### src/rtl/trq_pkg.sv
package trq_pkg;

    localparam int TYPE_HI   = 31;
    localparam int TYPE_LO   = 30;
    localparam int CNT_HI    = 28;
    localparam int CNT_LO    = 20;
    localparam int RLD_HI    = 19;
    localparam int RLD_LO    = 14;
    localparam int LAST_HI   = 13;
    localparam int LAST_LO   = 0;
    localparam int SZC_HI    = 26;
    localparam int SZC_LO    = 24;

    localparam int IDX_W     = LAST_HI - LAST_LO + 1;
    localparam int RLD_W     = RLD_HI - RLD_LO + 1;
    localparam int CNT_W     = CNT_HI - CNT_LO + 1;
    localparam int SZC_W     = 2;
    localparam int NUM_SIZES = 1 << SZC_W;
    localparam int BASE_SH   = 4;
    localparam int OFF_W     = IDX_W + 1 + BASE_SH + NUM_SIZES - 1;

    localparam logic [1:0]       TYPE_TRQ  = 2'd3;
    localparam logic [CNT_W-1:0] CNT_ENDLESS = '1;

    typedef enum logic [0:0] {ST_IDLE = 1'b0, ST_RUN = 1'b1} walk_state_t;

    typedef struct packed {
        logic [IDX_W-1:0] last;
        logic [RLD_W-1:0] rld;
        logic [CNT_W-1:0] cnt;
        logic [SZC_W-1:0] szc;
    } trq_cfg_t;

    function automatic logic [OFF_W-1:0] rec_off(input logic [IDX_W-1:0] idx,
                                                 input int unsigned sh);
        logic [OFF_W-1:0] base;
        base = OFF_W'({1'b0, idx} + (IDX_W+1)'(1));
        return base << sh;
    endfunction

endpackage

### src/rtl/trq_hdr_decode.sv
module trq_hdr_decode
    import trq_pkg::*;
(
    input  logic [31:0] hdr_word0,
    input  logic [31:0] hdr_word1,
    output trq_cfg_t    cfg,
    output logic        cfg_ok
);
    logic [1:0]        hdr_type;
    logic [2:0]        szc_full;
    logic              hdr_unused;

    assign hdr_type   = hdr_word0[TYPE_HI:TYPE_LO];
    assign szc_full   = hdr_word1[SZC_HI:SZC_LO];
    assign hdr_unused = ^{hdr_word0[29], hdr_word1[31:27], hdr_word1[23:0]};

    assign cfg.last = hdr_word0[LAST_HI:LAST_LO];
    assign cfg.rld  = hdr_word0[RLD_HI:RLD_LO];
    assign cfg.cnt  = hdr_word0[CNT_HI:CNT_LO];
    assign cfg.szc  = szc_full[SZC_W-1:0];

    always_comb begin
        cfg_ok = 1'b1;
        if (hdr_type != TYPE_TRQ)                   cfg_ok = 1'b0;
        if (IDX_W'(cfg.rld) > cfg.last)             cfg_ok = 1'b0;
        if (szc_full[2] != 1'b0)                    cfg_ok = 1'b0;
    end
endmodule

### src/rtl/trq_offset_calc.sv
module trq_offset_calc
    import trq_pkg::*;
(
    input  logic [IDX_W-1:0] idx,
    input  logic [SZC_W-1:0] szc,
    output logic [OFF_W-1:0] offset
);
    logic [OFF_W-1:0] cand [NUM_SIZES];

    for (genvar g = 0; g < NUM_SIZES; g++) begin : g_size
        assign cand[g] = rec_off(idx, BASE_SH + g);
    end

    assign offset = cand[szc];
endmodule

### src/rtl/trq_walker.sv
module trq_walker
    import trq_pkg::*;
(
    input  logic             clk,
    input  logic             rst,
    input  logic             start,
    input  trq_cfg_t         cfg_in,
    input  logic             cfg_ok,
    input  logic             stop,
    input  logic             rec_ready,
    output logic             rec_valid,
    output logic [IDX_W-1:0] cur_idx,
    output logic [SZC_W-1:0] cur_szc,
    output logic             busy,
    output logic             done,
    output logic             ret_desc,
    output logic             cfg_err
);
    walk_state_t      state;
    trq_cfg_t         cfg_q;
    logic [IDX_W-1:0] cur;
    logic [CNT_W-1:0] passes;
    logic             stop_q, done_q, ret_q, err_q;
    logic             hs, at_last, halt;

    assign rec_valid = (state == ST_RUN);
    assign busy      = (state == ST_RUN);
    assign hs        = rec_valid && rec_ready;
    assign at_last   = (cur == cfg_q.last);
    assign halt      = stop || stop_q;

    always_ff @(posedge clk) begin
        if (rst) begin
            state  <= ST_IDLE;
            cfg_q  <= '0;
            cur    <= '0;
            passes <= '0;
            stop_q <= 1'b0;
            done_q <= 1'b0;
            ret_q  <= 1'b0;
            err_q  <= 1'b0;
        end else begin
            done_q <= 1'b0;
            ret_q  <= 1'b0;
            err_q  <= 1'b0;
            case (state)
                ST_IDLE: begin
                    if (start) begin
                        if (cfg_ok) begin
                            cfg_q  <= cfg_in;
                            cur    <= '0;
                            passes <= cfg_in.cnt;
                            stop_q <= 1'b0;
                            state  <= ST_RUN;
                        end else begin
                            err_q  <= 1'b1;
                        end
                    end
                end
                ST_RUN: begin
                    if (stop) stop_q <= 1'b1;
                    if (hs) begin
                        if (halt) begin
                            state  <= ST_IDLE;
                            done_q <= 1'b1;
                            stop_q <= 1'b0;
                        end else if (at_last) begin
                            if (cfg_q.cnt == CNT_ENDLESS) begin
                                cur <= IDX_W'(cfg_q.rld);
                            end else if (passes != '0) begin
                                passes <= passes - 1'b1;
                                cur    <= IDX_W'(cfg_q.rld);
                            end else begin
                                state  <= ST_IDLE;
                                done_q <= 1'b1;
                                ret_q  <= 1'b1;
                            end
                        end else begin
                            cur <= cur + 1'b1;
                        end
                    end
                end
                default: state <= ST_IDLE;
            endcase
        end
    end

    assign cur_idx  = cur;
    assign cur_szc  = cfg_q.szc;
    assign done     = done_q;
    assign ret_desc = ret_q;
    assign cfg_err  = err_q;

    // offered record held under backpressure
    p_hold_r6: assert property (@(posedge clk) disable iff (rst)
        (rec_valid && !rec_ready) |=> (rec_valid && $stable(cur_idx)));

    // never beyond the final record
    p_bound_r5: assert property (@(posedge clk) disable iff (rst)
        rec_valid |-> (cur_idx <= cfg_q.last));

    // a return request always comes with done
    p_ret_done_r7: assert property (@(posedge clk) disable iff (rst)
        ret_desc |-> done);

    // a wrap lands on the reload record
    p_wrap_r8: assert property (@(posedge clk) disable iff (rst)
        (hs && at_last && !halt && (passes != '0 || cfg_q.cnt == CNT_ENDLESS))
        |=> (rec_valid && cur_idx == IDX_W'(cfg_q.rld)));

    // a stop ends the run without a return request
    p_stop_r10: assert property (@(posedge clk) disable iff (rst)
        (hs && halt) |=> (done && !ret_desc && !busy));

    // a rejected header leaves the block idle
    p_err_idle_r2: assert property (@(posedge clk) disable iff (rst)
        cfg_err |-> !busy);

    // start during a run does not restart it
    p_busy_start_r11: assert property (@(posedge clk) disable iff (rst)
        (busy && start && !rec_ready) |=> (busy && $stable(cur_idx) && !cfg_err));
endmodule

### src/rtl/trq_sequencer.sv
module trq_sequencer
    import trq_pkg::*;
(
    input  logic             clk,
    input  logic             rst,
    input  logic             start,
    input  logic [31:0]      hdr_word0,
    input  logic [31:0]      hdr_word1,
    input  logic             stop,
    output logic             rec_valid,
    input  logic             rec_ready,
    output logic [IDX_W-1:0] rec_index,
    output logic [OFF_W-1:0] rec_offset,
    output logic             busy,
    output logic             done,
    output logic             ret_desc,
    output logic             cfg_err
);
    trq_cfg_t         cfg;
    logic             cfg_ok;
    logic [SZC_W-1:0] szc;

    trq_hdr_decode u_dec (
        .hdr_word0 (hdr_word0),
        .hdr_word1 (hdr_word1),
        .cfg       (cfg),
        .cfg_ok    (cfg_ok)
    );

    trq_walker u_walk (
        .clk       (clk),
        .rst       (rst),
        .start     (start),
        .cfg_in    (cfg),
        .cfg_ok    (cfg_ok),
        .stop      (stop),
        .rec_ready (rec_ready),
        .rec_valid (rec_valid),
        .cur_idx   (rec_index),
        .cur_szc   (szc),
        .busy      (busy),
        .done      (done),
        .ret_desc  (ret_desc),
        .cfg_err   (cfg_err)
    );

    trq_offset_calc u_off (
        .idx    (rec_index),
        .szc    (szc),
        .offset (rec_offset)
    );

    // offsets are whole 16-byte slots
    p_align_r4: assert property (@(posedge clk) disable iff (rst)
        rec_valid |-> (rec_offset[BASE_SH-1:0] == '0));

    // record slot 0 holds the header, so no record sits at offset 0
    p_nonzero_r5: assert property (@(posedge clk) disable iff (rst)
        rec_valid |-> (rec_offset != '0));
endmodule

### config.mk
export PLATFORM = sky130hd
export DESIGN_NAME = trq_sequencer
export DESIGN_NICKNAME = d
export VERILOG_FILES = /design/src/rtl/trq_pkg.sv /design/src/rtl/trq_hdr_decode.sv /design/src/rtl/trq_offset_calc.sv /design/src/rtl/trq_walker.sv /design/src/rtl/trq_sequencer.sv
export SDC_FILE = /design/constraint.sdc
export NUM_CORES = 1
export LEC_CHECK = 0
export BUFFER_PORTS_ARGS = -buffer_cell sky130_fd_sc_hd__buf_2
export CORE_ASPECT_RATIO = 0.7
export CORE_MARGIN = 2
export CORE_UTILIZATION = 35
export CTS_CLUSTER_DIAMETER = 60
export DETAILED_ROUTE_END_ITERATION = 8
export GPL_ROUTABILITY_DRIVEN = 0
export SLEW_MARGIN = 15
export SYNTH_ARGS = -nofsm -noshare
export SYNTH_HDL_FRONTEND = slang
export SYNTH_SLANG_ARGS = --single-unit
### constraint.sdc
create_clock -name clk -period 6.15 [get_ports clk]
set_input_delay 0.9225 -clock clk [delete_from_list [all_inputs] [get_ports clk]]
set_output_delay 0.9225 -clock clk [all_outputs]
set_load 0.01 [all_outputs]
Yosys cells after proc, flatten, opt, wreduce, memory -nomap -nowiden
Cells that the tools add are included.
{"block": "totals", "output_inout_bits": 41, "ff_bits": 59, "in_bits": 69, "elab_cells": 82}
{"block": "classes", "reduce_logical": 10, "n_eq_ne": 11, "addsub": 3, "order_cmp": 2, "n_bitwise": 4, "mux": 41}
{"operator": "two-way mux 14 bit", "count": 7}
{"operator": "two-way mux 9 bit", "count": 7}
{"operator": "binary-select mux 22 bit (select 2 bit)", "count": 1}
{"operator": "two-way mux 22 bit", "count": 2}
{"operator": "one-hot mux 14 bit (2 select lines)", "count": 1}
{"operator": "two-way mux 1 bit", "count": 20}
{"operator": "one-hot mux 9 bit (2 select lines)", "count": 1}
{"operator": "inequality test 2 bit, second input constant", "count": 8}
{"operator": "adder 14 x 1 -> 15 bit, second input constant", "count": 1}
{"operator": "adder 14 x 1 -> 14 bit, second input constant", "count": 1}
{"operator": "equality test 14 bit", "count": 1}
{"operator": "greater-than comparator 6 x 14 -> 1 bit", "count": 1}
{"operator": "equality test 9 bit, second input constant", "count": 1}
{"operator": "nonzero test 9 bit", "count": 1}
{"operator": "subtractor 9 x 1 -> 9 bit, second input constant", "count": 1}
{"operator": "AND reduction 7 bit", "count": 1}
{"operator": "OR reduction 3 bit", "count": 2}
{"operator": "AND reduction 5 bit", "count": 1}
{"operator": "inequality test 4 bit, second input constant", "count": 1}
{"operator": "one-hot mux 1 bit (2 select lines)", "count": 2}
{"operator": "OR reduction 4 bit", "count": 1}
{"operator": ">= comparator 3 bit, second input constant", "count": 1}
{"operator": "NOT 1 bit", "count": 3}
{"operator": "NOT 2 -> 3 bit", "count": 1}
{"operator": "other kinds (4)", "count": 4}

Logic depth before layout (Yosys ltp)
{"block": "logic_depth", "word_depth": 7, "depth_mapped": 10, "depth_no_buf": 8}

Cells and area by module
Synthesis repeated with hierarchy kept, for this count alone.
{"block": "unflattened", "hier_cells": 552, "hier_area_um2": 4237.8}
{"mod": "trq_walker", "n_inst": 1, "area_per_inst_um2": 2910.3, "seq_area_each_um2": 1181.1, "cells_per_inst": 361}
{"mod": "trq_offset_calc", "n_inst": 1, "area_per_inst_um2": 913.4, "seq_area_each_um2": 0.0, "cells_per_inst": 136}
{"mod": "trq_hdr_decode", "n_inst": 1, "area_per_inst_um2": 414.1, "seq_area_each_um2": 0.0, "cells_per_inst": 55}

Worst setup path after synthesis
No wires, ideal clock.
{"block": "synth_path", "path_kind": "reg-to-output", "startpoint": "register u_walk.cur[1], in the netlist u_walk.cur_idx[1]", "endpoint": "output rec_offset[16]", "slack_ps": 3472, "n_path_buf": 0, "arrival_ps": 1755, "t_required_ps": 5227, "path_stages_with_launch": 8, "cell_sequence": "dfxtp_1 -> ha_1 -> and2_1 -> and2_1 -> nand3_1 -> xnor2_1 -> mux2i_1 -> o21ai_0"}
{"block": "synth_via", "elab_chain_len": 4}
{"item": "start: declaration", "line_no": "trq_walker.sv:21", "source": "logic [IDX_W-1:0] cur;"}
{"item": "start signal: assignment", "line_no": "trq_walker.sv:69", "source": "cur <= IDX_W'(cfg_q.rld);"}
{"item": "start signal: assignment", "line_no": "trq_walker.sv:72", "source": "cur <= IDX_W'(cfg_q.rld);"}
{"item": "start signal: assignment", "line_no": "trq_walker.sv:79", "source": "cur <= cur + 1'b1;"}
{"item": "adder 14 x 1 -> 15 bit", "line_no": "trq_pkg.sv:37", "source": "base = OFF_W'({1'b0, idx} + (IDX_W+1)'(1));"}
{"item": "binary-select mux 22 bit (select 2 bit)", "line_no": "trq_offset_calc.sv:14", "source": "assign offset = cand[szc];"}
{"item": "two-way mux 22 bit (implied by the code) (2 in series)", "line_no": "trq_offset_calc.sv:14"}
{"item": "end: declaration", "line_no": "trq_sequencer.sv:13", "source": "output logic [OFF_W-1:0] rec_offset,"}
Every way passes these cells. The select of a mux whose other input is x is not followed.

Worst setup path after layout
{"block": "layout_path", "startpoint": "register u_walk.cur[0], in the netlist u_walk.cur_idx[0]", "endpoint": "output rec_offset[19]"}
The elaborated chain is that of the path after synthesis.

==> metrics.txt <==
status=complete, no violations; CP required=5.23 ns; initial core utilization=0.3618; CTS clk-pin slew, worst paths=0.06 ns; DPL Wire Length=between 8000 and 9000 um; final antenna-violating net count=0; max_cap viols=0; routed wire length=between 10,000 and 15,000 um; DR vias=around 3,700; Synth Area in Simple Gates=0.2622; # H-tree levels=3; skew final=roughly 0.0065 ns; Flop pwr share=0.376; top cell family by delay on the critical path=flip-flops; clock insertion delay at the later pin of the skew report=approximately 0.34 ns; Die Area=roughly 12,000 sq um; 1st-pass router iterations=5; Sw Share=0.2553; CTS tree=built; Clk pwr share=0.522; RSZ-0062 raised after global routing=no; post-synthesis instance total=494; Total Routing Usage GR=0.1975; Leak=roughly 1.8 nW; Synth Area in Adders=0.02983; CTS Sinks=between 50 and 60; placed inst area=around 4100 sq um; cell taking the most area after synthesis=dfxtp_1; Rel. slew slack=0.2439; largest cells by area after synthesis=dfxtp_1, nand2_1, a21oi_1, mux2i_1, xor2_1; CTS max path bufs=2; cell with the most instances after synthesis=nand2_1; CP bufs+invs=1; final design area excluding fillers=approximately 4500 sq um; post_cts resized=0; Setup Total Neg Slack=0 ns; port bufs=75; yosys warns=0; I/O Pins=110; WL/cell=approximately 17 um; CP startpoint=u_walk.cur_idx[0]$_SDFFE_PP0P_; antenna cell count=0; Gate power share=0.102; cell with the largest stage delay on the worst path=dfxtp_1; Num CTS Buffers=9; CP peak stage delay=roughly 0.60 ns; Synth Area in Compound Gates=0.1856; Post-CTS Hold Buffers=0; Worst Setup EP=rec_offset[19]; number of global-route vias before repair=between 3,000 and 4,000; Row Count=31; DIE HEIGHT=about 91 um; share of cells above drive strength 1=0.2095; xor and xnor area share after synthesis=0.06032; r2r setup slk=2.95 ns; Slew @ Worst Pin=1.133 ns; cell area power density=about 240 nW/um^2; Critical Path Stages=8; Cells after DPL=665; Async S/R FF share, synth=0; multiplexer area fraction after synthesis=0.07126; Slew Limit Fails=0; core area=roughly 10,000 sq um; Synth top area share=0.3129; Yosys cell types=between 60 and 70; number of synthesized register bits=59; Tmin final=between 3 and 4 ns; Post-synth top flop=dfxtp_1; WS Path Type=reg -> out; Critical Path Source Type=register; reg2reg start=u_walk.cur_idx[6]$_SDFFE_PP0P_; RR Endpoint=u_walk.passes[6]$_SDFFE_PP0P_; # nets final=about 620; largest family of logic cells by synthesized area=simple AND/OR/NAND/NOR gates; largest net degree at the start of global routing=a little under 60; # DRC=0; top cells by count, synth=nand2_1, dfxtp_1, a21oi_1; Int Pwr=slightly below 800 uW; final non-filler cell total=681; worst reg2reg path depth=6; CP Max Fanout=10; sequential area share after synthesis=0.3129; Critical Path AT=approximately 2.7 ns; final setup fails=0; Root Buffer=clkbuf_16; number of synthesized flops with an enable pin=0; CP endpoint kind=output pin; chip width=between 100 and 150 um; global-route wire length before repair=around 18,000 um; 1st-iter DRT viols=270; post-CTS setup buffer count=0; final cycle utilization of the critical path=0.5929; Post-Syn Area=roughly 3800 sq um; Final Hold Viols=0; peak supply drop=approximately 130 uV; CP Cell Sequence=ha_1 > and2_1 > and2_1 > nand3_1 > xnor2_1 > mux2i_1 > mux2i_1 > buf_2; Achievable Freq=~270 MHz; Remaining Overflow, GRT=0; worst hold path type=reg -> reg; initial antenna violation count=0; P_sw=around 270 uW; Area Growth Syn to Fin=17.96%; via/cell ratio=about 5.5; Post-Syn Area per Cell=roughly 7.6 sq um
-- power groups by stage --
stage	clock network, mW	registers [mW]	logic [mW]
finish	0.549	0.396	0.107
global route	0.580	0.397	0.117
CTS	0.557	0.396	0.106
detailed placement	0	0.404	0.105
global placement	0	0.404	0.102
floorplan	0	0.401	0.0759
-- worst min-delay path by stage --
stage                               endpoint                     startpoint  depth (start not counted)
3_3_place_gp    u_walk.cfg_q[9]$_SDFFE_PP0P_   u_walk.cfg_q[9]$_SDFFE_PP0P_                          2
4_1_cts         u_walk.cfg_q[3]$_SDFFE_PP0P_   u_walk.cfg_q[3]$_SDFFE_PP0P_                          2
3_5_place_dp    u_walk.cfg_q[2]$_SDFFE_PP0P_   u_walk.cfg_q[2]$_SDFFE_PP0P_                          2
5_1_grt         u_walk.cfg_q[6]$_SDFFE_PP0P_   u_walk.cfg_q[6]$_SDFFE_PP0P_                          2
2_1_floorplan  u_walk.cfg_q[11]$_SDFFE_PP0P_  u_walk.cfg_q[11]$_SDFFE_PP0P_                          2
6_report        u_walk.cfg_q[3]$_SDFFE_PP0P_   u_walk.cfg_q[3]$_SDFFE_PP0P_                          2
-- metrics by stage --
step | setup WS, ns | hold slack, ns | util | power, mW
3_5_place_dp | 2.589 | 0.4455 | 0.3957 | 0.5089
5_1_grt | 2.342 | 0.4753 | 0.4268 | 1.093
2_1_floorplan | 3.472 | 0.4319 | - | 0.4768
6_report | 2.504 | 0.4539 | 0.4268 | 1.051
3_3_place_gp | 2.607 | 0.4435 | 0.3957 | 0.5060
4_1_cts | 2.540 | 0.4553 | 0.4268 | 1.059
-- cell usage in the layout, fill, tap and decap left out, types with 3 or more instances in the layout --
cell type,count
mux2_2,7
o32ai_1,5
and2_1,5
dfxtp_1,59
xnor2_1,7
nor3b_1,3
nand4_1,15
o21ai_1,3
a22oi_1,3
a31oi_1,3
nor4_1,6
a21oi_1,51
and3_1,6
or3_1,3
mux2i_1,19
buf_4,3
nand2_1,90
xor2_1,19
conb_1,4
o31ai_1,4
o21ai_0,17
inv_1,18
nand3_1,12
buf_2,75
clkbuf_16,9
nor2b_1,4
ha_1,9
a211oi_1,4
nor2_1,24
o21a_1,3
nor3_1,15
-- registers in the layout (all words and copies together), names as in the netlist, 2 cells and up --
register        flops
u_walk.cfg_q       29
u_walk.cur_szc      2
u_walk.cur_idx     14
u_walk.passes       9
-- cell type report --
class	count	area [sq um]
Fill cell	1106	5981
Multi-Input combinational cell	378	2317
Sequential cell	59	1181
Timing Repair Buffer	78	397.9
Clock buffer	9	225.2
Tap cell	132	165.2
Clock inverter	7	98.84
Inverter	18	67.56
-- per-layer routing --
| layer | vias to the layer above | routed length (um) | GRT usage |
|---|---|---|---|
| li1 | 1847 | - | - |
| met1 | 1740 | 5965 | 0.2972 |
| met2 | 144 | 4482 | 0.2732 |
| met3 | 12 | 844 | 0.06161 |
| met4 | 0 | 93 | 0.03938 |
| met5 | - | 0 | 0 |
-- kinds of logic after synthesis --
group                    Yosys count
multiplexers                      26
AND/OR/NAND/NOR                  201
AO/OA/AOI/OAI                    112
other                              1
flip-flops                        59
adder cells (fa/ha/maj)            9
XOR/XNOR                          26
buffers and inverters             60
-- worst register-to-register path, cell delays in order, from the launching register on --
cell	delay, ns
dfxtp_1	0.65
xor2_1	0.15
nor4_2	0.35
nand4_1	0.73
or3_1	0.79
a22oi_1	0.25
o32ai_1	0.13
Power figures use the tool's default switching activity.
